**src/rtl/fwd_pkg.sv**
```systemverilog
package fwd_pkg;
  typedef enum logic [1:0] {
    FWD_RF  = 2'd0,
    FWD_ALU = 2'd1,
    FWD_MEM = 2'd2
  } fwd_sel_e;
endpackage

```
**src/rtl/fwd_track.sv**
```systemverilog
// Record of the two in-flight producers: slot 0 = ALU stage, slot 1 = memory stage.
module fwd_track #(
  parameter int AW    = 5,
  parameter int DEPTH = 2
) (
  input  logic                      clk,
  input  logic                      rst_n,
  input  logic [AW-1:0]             push_dst,
  input  logic                      push_wr,
  input  logic                      push_ld,
  output logic [DEPTH-1:0][AW-1:0]  dst_o,
  output logic [DEPTH-1:0]          wr_o,
  output logic                      alu_ld_o
);
  typedef struct packed {
    logic [AW-1:0] dst;
    logic          wr;
    logic          ld;
  } rec_t;

  rec_t rec_q [DEPTH];
  rec_t rec_d [DEPTH];
  logic adv_en;

  assign adv_en = 1'b1;  // the record shifts every cycle; a stall pushes a bubble

  always_comb begin
    rec_d[0].dst = push_dst;
    rec_d[0].wr  = push_wr;
    rec_d[0].ld  = push_ld & push_wr;
  end

  for (genvar s = 1; s < DEPTH; s++) begin : g_shift
    always_comb rec_d[s] = rec_q[s-1];
  end

  for (genvar s = 0; s < DEPTH; s++) begin : g_reg
    always_ff @(posedge clk or negedge rst_n) begin
      if (!rst_n) begin
        rec_q[s] <= '0;
      end else if (adv_en) begin
        rec_q[s] <= rec_d[s];
      end
    end
    assign dst_o[s] = rec_q[s].dst;
    assign wr_o[s]  = rec_q[s].wr;
  end

  assign alu_ld_o = rec_q[0].ld;
endmodule

```
**src/rtl/fwd_match.sv**
```systemverilog
// Per-operand comparison against both producers with youngest-first priority.
module fwd_match
  import fwd_pkg::*;
#(
  parameter int AW       = 5,
  parameter bit ZERO_REG = 1'b1
) (
  input  logic               clk,
  input  logic               rst_n,
  input  logic [AW-1:0]      src_i,
  input  logic [1:0][AW-1:0] dst_i,
  input  logic [1:0]         wr_i,
  output fwd_sel_e           sel_o,
  output logic [1:0]         hit_o
);
  logic src_live;

  assign src_live = !(ZERO_REG && (src_i == '0));

  for (genvar p = 0; p < 2; p++) begin : g_cmp
    assign hit_o[p] = src_live & wr_i[p] & (dst_i[p] == src_i);
  end

  always_comb begin
    if (hit_o[0])      sel_o = FWD_ALU;
    else if (hit_o[1]) sel_o = FWD_MEM;
    else               sel_o = FWD_RF;
  end

  AST_SEL_LEGAL: assert property (@(posedge clk) disable iff (!rst_n)
    sel_o != fwd_sel_e'(2'd3));

  AST_ZERO_NEVER_FWD: assert property (@(posedge clk) disable iff (!rst_n)
    (ZERO_REG && src_i == '0) |-> (sel_o == FWD_RF && hit_o == 2'b00));
endmodule

```
**src/rtl/fwd_ctrl.sv**
```systemverilog
module fwd_ctrl
  import fwd_pkg::*;
#(
  parameter int AW       = 5,
  parameter bit ZERO_REG = 1'b1
) (
  input  logic          clk,
  input  logic          rst_n,
  input  logic          id_valid,
  input  logic          id_flush,
  input  logic [AW-1:0] id_src_a,
  input  logic [AW-1:0] id_src_b,
  input  logic [AW-1:0] id_dst,
  input  logic          id_wr,
  input  logic          id_load,
  output logic [1:0]    sel_a,
  output logic [1:0]    sel_b,
  output logic          stall
);
  localparam int DEPTH = 2;
  localparam int NSRC  = 2;

  logic [DEPTH-1:0][AW-1:0] prod_dst;
  logic [DEPTH-1:0]         prod_wr;
  logic                     alu_is_load;
  logic [NSRC-1:0][AW-1:0]  src;
  logic [NSRC-1:0][1:0]     hit;
  fwd_sel_e                 sel [NSRC];
  logic                     issue;
  logic                     load_use;

  assign src[0] = id_src_a;
  assign src[1] = id_src_b;

  for (genvar k = 0; k < NSRC; k++) begin : g_op
    fwd_match #(.AW(AW), .ZERO_REG(ZERO_REG)) u_match (
      .clk   (clk),
      .rst_n (rst_n),
      .src_i (src[k]),
      .dst_i (prod_dst),
      .wr_i  (prod_wr),
      .sel_o (sel[k]),
      .hit_o (hit[k])
    );
  end

  assign load_use = alu_is_load & (hit[0][0] | hit[1][0]);
  assign stall    = id_valid & ~id_flush & load_use;
  assign issue    = id_valid & ~id_flush & ~stall;

  fwd_track #(.AW(AW), .DEPTH(DEPTH)) u_track (
    .clk      (clk),
    .rst_n    (rst_n),
    .push_dst (id_dst),
    .push_wr  (issue & id_wr),
    .push_ld  (issue & id_load),
    .dst_o    (prod_dst),
    .wr_o     (prod_wr),
    .alu_ld_o (alu_is_load)
  );

  assign sel_a = sel[0];
  assign sel_b = sel[1];

  AST_STALL_SINGLE: assert property (@(posedge clk) disable iff (!rst_n)
    stall |=> !stall);

  AST_BUBBLE_AFTER_STALL: assert property (@(posedge clk) disable iff (!rst_n)
    stall |=> (sel_a != 2'd1 && sel_b != 2'd1));

  AST_FLUSH_NOT_PRODUCER: assert property (@(posedge clk) disable iff (!rst_n)
    id_flush |=> (sel_a != 2'd1 && sel_b != 2'd1));

  AST_NO_STALL_ON_FLUSH: assert property (@(posedge clk) disable iff (!rst_n)
    id_flush |-> !stall);
endmodule

```
**config.mk**
```make
export PLATFORM = sky130hd
export DESIGN_NAME = fwd_ctrl
export DESIGN_NICKNAME = d
export VERILOG_FILES = /design/src/rtl/fwd_pkg.sv /design/src/rtl/fwd_track.sv /design/src/rtl/fwd_match.sv /design/src/rtl/fwd_ctrl.sv
export SDC_FILE = /design/constraint.sdc
export NUM_CORES = 1
export LEC_CHECK = 0
export BUFFER_PORTS_ARGS = -buffer_cell sky130_fd_sc_hd__buf_2
export CORE_MARGIN = 3
export CORE_UTILIZATION = 34
export DETAILED_ROUTE_END_ITERATION = 10
export GPL_TIMING_DRIVEN = 0
export PLACE_DENSITY = 0.62
export SLEW_MARGIN = 10
export SYNTH_ARGS = -nofsm -noshare
export SYNTH_HDL_FRONTEND = slang
export SYNTH_SLANG_ARGS = --single-unit
```
**constraint.sdc**
```tcl
create_clock -name clk -period 1.6 [get_ports clk]
set_input_delay 0.08 -clock clk [delete_from_list [all_inputs] [get_ports clk]]
set_output_delay 0.08 -clock clk [all_outputs]
set_load 0.005 [all_outputs]
```
== After elaboration in Yosys (flattened, before gate mapping) ==
Cells that the tools add are included.
Cells by class
  equality and inequality tests: 4
  multiplexer cells: 4
  bitwise operators: 18
  reductions and logical operators: 4
Operators by type and width (count)
  $eq 5x5->1: 4
  $and 1x1->1: 15
  $logic_not 5->1: 2
  $mux 2: 4
  $logic_not 1->1: 2
  $not 1->1: 2
  $or 1x1->1: 1
Storage, ports and cells
  flip-flop bits (word level): 13
  bits of input ports: 21
  output and inout port bits: 5
  word-level logic and storage cells: 35

== Logic depth before layout (Yosys ltp) ==
  word-level depth: 11
  mapped depth: 5
  depth with buffers taken out: 5

== Modules after synthesis ==
Synthesis repeated with hierarchy kept, for this count alone.
Unflattened totals
  cell total of the unflattened synthesis: 65
  area, all modules: 716.9 um^2
Modules (own cells, without submodules)
  fwd_track: instances 1, cells an instance 20, area an instance 376.6 um^2, sequential area each 325.3 um^2
  fwd_match: instances 2, cells an instance 20, area an instance 153.9 um^2, sequential area each 0.0 um^2
  fwd_ctrl: instances 1, cells an instance 5, area an instance 32.5 um^2, sequential area each 0.0 um^2

== Worst setup path before layout ==
Ideal clock, no wire load.
  path kind: register -> register
  start point: reg u_track.rec_q, in the netlist u_track.dst_o[1]
  end point: reg u_track.rec_q, in the netlist u_track.wr_o[0]
  setup time: 120 ps
  arrival time: 1261 ps
  required time: 1480 ps
  setup slack: 218 ps
  cell stages (with the launch flop): 5
  path buffers: 0
  clock period less this slack: 1382 ps
  path through: dfrtp_1 -> xor2_1 -> nor4_2 -> o21ai_2 -> and3_2
On the way
  cells in the longest elaborated chain, start to end: 8
  elaborated cells on any way between the ends: 10
  those cells by class: 2 x eq/ne; 8 x bitwise
Ends and longest elaborated chain
  start: declaration: line fwd_track.sv:21  | rec_t rec_q [DEPTH];
  start signal: indexed assignment: line fwd_track.sv:42  | rec_q[s] <= rec_d[s];
  $eq 5x5->1: line fwd_match.sv:21  | assign hit_o[p] = src_live & wr_i[p] & (dst_i[p] == src_i);
  $and 1x1->1: line fwd_match.sv:21
  $or 1x1->1 *: line fwd_ctrl.sv:47  | assign load_use = alu_is_load & (hit[0][0] | hit[1][0]);
  $and 1x1->1 *: line fwd_ctrl.sv:47
  $and 1x1->1 *: line fwd_ctrl.sv:48  | assign stall = id_valid & ~id_flush & load_use;
  $not 1->1 *: line fwd_ctrl.sv:49  | assign issue = id_valid & ~id_flush & ~stall;
  $and 1x1->1 *: line fwd_ctrl.sv:49
  $and 1x1->1 *: line fwd_ctrl.sv:55  | .push_wr (issue & id_wr),
  via u_track.push_wr: line fwd_track.sv:9  | input logic push_wr,
Mark *: on every way through the listed nets, which the timed path passes. The rest lies on a longest branch.

== Worst setup path after layout ==
  start point: reg u_track.rec_q, in the netlist u_track.dst_o[3]
  end point: out stall
On the way
  cells in the longest elaborated chain, start to end: 5
  elaborated cells on any way between the ends: 7
  those cells by class: 2 x eq/ne; 5 x bitwise
Ends and longest elaborated chain
  $eq 5x5->1: line fwd_match.sv:21
  $and 1x1->1: line fwd_match.sv:21
  $or 1x1->1 *: line fwd_ctrl.sv:47
  $and 1x1->1 *: line fwd_ctrl.sv:47
  $and 1x1->1 *: line fwd_ctrl.sv:48
  end: declaration: line fwd_ctrl.sv:18  | output logic stall
Mark *: on every way between the ends. The rest lies on a longest branch, timed or not.

==> results.json <==
{
  "hold_viol_final": 0,
  "initial_utilization_pct": 38.9,
  "die_w_um": 49.2,
  "layout_common_cells": "buf_2 (23), xnor2_1 (15), dfrtp_1 (13), dlygate4sd3_1 (6)",
  "diodes": 0,
  "vias_per_cell": 4.44,
  "grt_pass1_vias": 495,
  "synth.distinct_cells": 15,
  "core_area_um2": 1630,
  "synth_compound_area_share_pct": 1.38,
  "fin_crit_sh_pct": 107,
  "rsz0062_at_grt": "true",
  "synth_top_family_by_area": "XOR/XNOR gates",
  "period_minus_slack_ns": 1.72,
  "worst_pin_slew_ns": 0.280,
  "antenna_found_initial": 0,
  "drive_above_1_share_pct": 44.4,
  "synth.avg_cell_area_um2": 12.2,
  "r2r-start": "u_track.dst_o[3]",
  "synth.mux.area_fraction_pct": 0,
  "ir_drop_v": 0.000482,
  "clkTransAtPathRegs_ns": 0.07,
  "pin_count": 26,
  "maxSlewHeadroom_pct": 81.3,
  "syn_area_um2": 634,
  "powerDensity_nw_per_um2": 699,
  "tns_ns": -0.314,
  "grtUsageTotal_pct": 13.4,
  "finalSetupViolCount": 3,
  "cts_root_buffer": "clkbuf_4",
  "ys_seq_area_share_pct": 51.3,
  "port_buffers": 25,
  "cts_tree": "built",
  "violations": "negative setup slack",
  "dieArea_um2": 2420,
  "min_from": "id_wr",
  "ys_ff_latch": 13,
  "grt_max_degree": 14,
  "critPathLaunchType": "flop",
  "route.detailed.drc": 0,
  "cap_violations": 0,
  "status": "finished with violations",
  "worst_slack_ns": -0.119,
  "clockBufferDepth": 2,
  "endpoint_kind": "primary output",
  "fin_util_pct": 58.3,
  "num_rows": 14,
  "finalMaxSlewViolations": 0,
  "crit_type": "reg -> out",
  "cts_buffers": 3,
  "fin_skew_ns": 0.00210,
  "final_cells": 114,
  "synthAdderAreaFrac_pct": 0,
  "routed-via-count": 506,
  "syn_nets": 73,
  "p_total_mw": 0.664,
  "final_antenna_net_count": 0,
  "crit_start": "u_track.dst_o[3]",
  "cp.required_ns": 1.52,
  "dp.cells": 101,
  "grt_pass1_wl_um": 2380,
  "insertion_delay_ns": 0.26,
  "syn_inst": 52,
  "cts.sinks": 13,
  "drt_first_pass_iters": 4,
  "min_path_type": "in -> reg",
  "fin_nets": 112,
  "grt-ovfl-total": 0,
  "drt-total-wl_um": 1390,
  "fill_cells": 142,
  "hold_ws_ns": 0.0806,
  "gp_congestion": 0.700,
  "htree_levels": 1,
  "drt_iter0_markers": 8,
  "ys_warn_count": 0,
  "layout_commonest_cell": "buf_2",
  "path_max_fanout": 3,
  "p_leak_nw": 0.402,
  "crit_arrival_ns": 1.64,
  "die_h_um": 49.2,
  "timing.fmax_mhz": 582,
  "synthXorXnorAreaFrac_pct": 27.6,
  "dp_hpwl_um": 1130,
  "synthSimpleGateAreaFrac_pct": 19.7,
  "wl_per_cell_um": 12.2,
  "area_growth_pct": 49.7
}
## worst paths after layout
kind | to | slack [ns] | cells past startpoint
worst max-delay path | stall | -0.12 | 6
worst min-delay path | u_track.wr_o[0] | 0.08 | 2
worst max register to register | u_track.wr_o[0] | 0.17 | 5
worst min register to register | u_track.wr_o[1] | 0.43 | 0
max in group asynchronous | u_track.dst_o[6] | 1.16 | 2
min in group asynchronous | u_track.dst_o[0] | 0.22 | 2
## synth_stat cells
cell | instances | area, µm²
xor2_1 | 4 | 35.0
or4_1 | 2 | 15.0
nand4_1 | 4 | 25.0
nor4_2 | 2 | 25.0
and3_2 | 1 | 7.51
nor2_1 | 1 | 3.75
xnor2_1 | 16 | 140
and4_1 | 1 | 8.76
nor2b_1 | 1 | 6.26
dfrtp_1 | 13 | 325
nor3b_1 | 1 | 7.51
nand2_1 | 2 | 7.51
nor2_2 | 1 | 6.26
o21ai_2 | 1 | 8.76
nor4_1 | 2 | 12.5
## registers in the layout, indices dropped and copies added, names as in the netlist
register,flops
u_track.wr_o,2
u_track.alu_ld_o,1
u_track.dst_o,10
## layer usage
metal,GRT usage [%],up-vias,part of all wire (%)
met2,20.5,19,49
met3,5.20,2,7.0
met4,5.69,0,0.86
met1,16.7,225,43
met5,0,-,0
li1,-,260,-
## area by class of cell
class	count	area, µm²	share of cell area [%]
Multi-Input combinational cell	39	348	36.6
Sequential cell	13	325	34.3
Timing Repair Buffer	34	220	23.2
Tap cell	24	30.0	3.16
Clock buffer	4	26.3	2.77
## metrics by stage
stage	cell area, µm²	setup slack [ns]
after floorplan	634	0.218
after global placement	790	0.0676
after detailed placement	790	0.0140
after CTS	910	-0.186
after global routing	950	-0.257
final	950	-0.119
## power breakdown
group | total, mW | leakage (nW) | internal (mW) | switching [mW]
Sequential | 0.360 | 0.157 | 0.344 | 0.0159
Clock | 0.188 | 0.0150 | 0.0962 | 0.0919
Combinational | 0.116 | 0.230 | 0.0653 | 0.0506
Total | 0.664 | 0.402 | 0.505 | 0.158
## worst max-delay path: stages (launching register included)
cell and delay [ns]:
dfrtp_1 0.42, xnor2_1 0.17, nand4_1 0.18, nor4_4 0.22
o21ai_2 0.12, nor3b_2 0.15, buf_2 0.12
## repair_timing
action | CTS | global route
endpoints found under the setup margin | 3 | 5
hold endpoints to repair | 18 | 0
setup buffers | 1 | 2
resized for setup | 4 | 4
hold buffers | 6 | 0
## cell families after synthesis
kind of cell,after synthesis
DFF,13
xor gates and xnor gates,20
and+or+nand+nor,18
AOI/OAI and AO/OA,1
No activity file was read; power rests on OpenSTA's default activity.
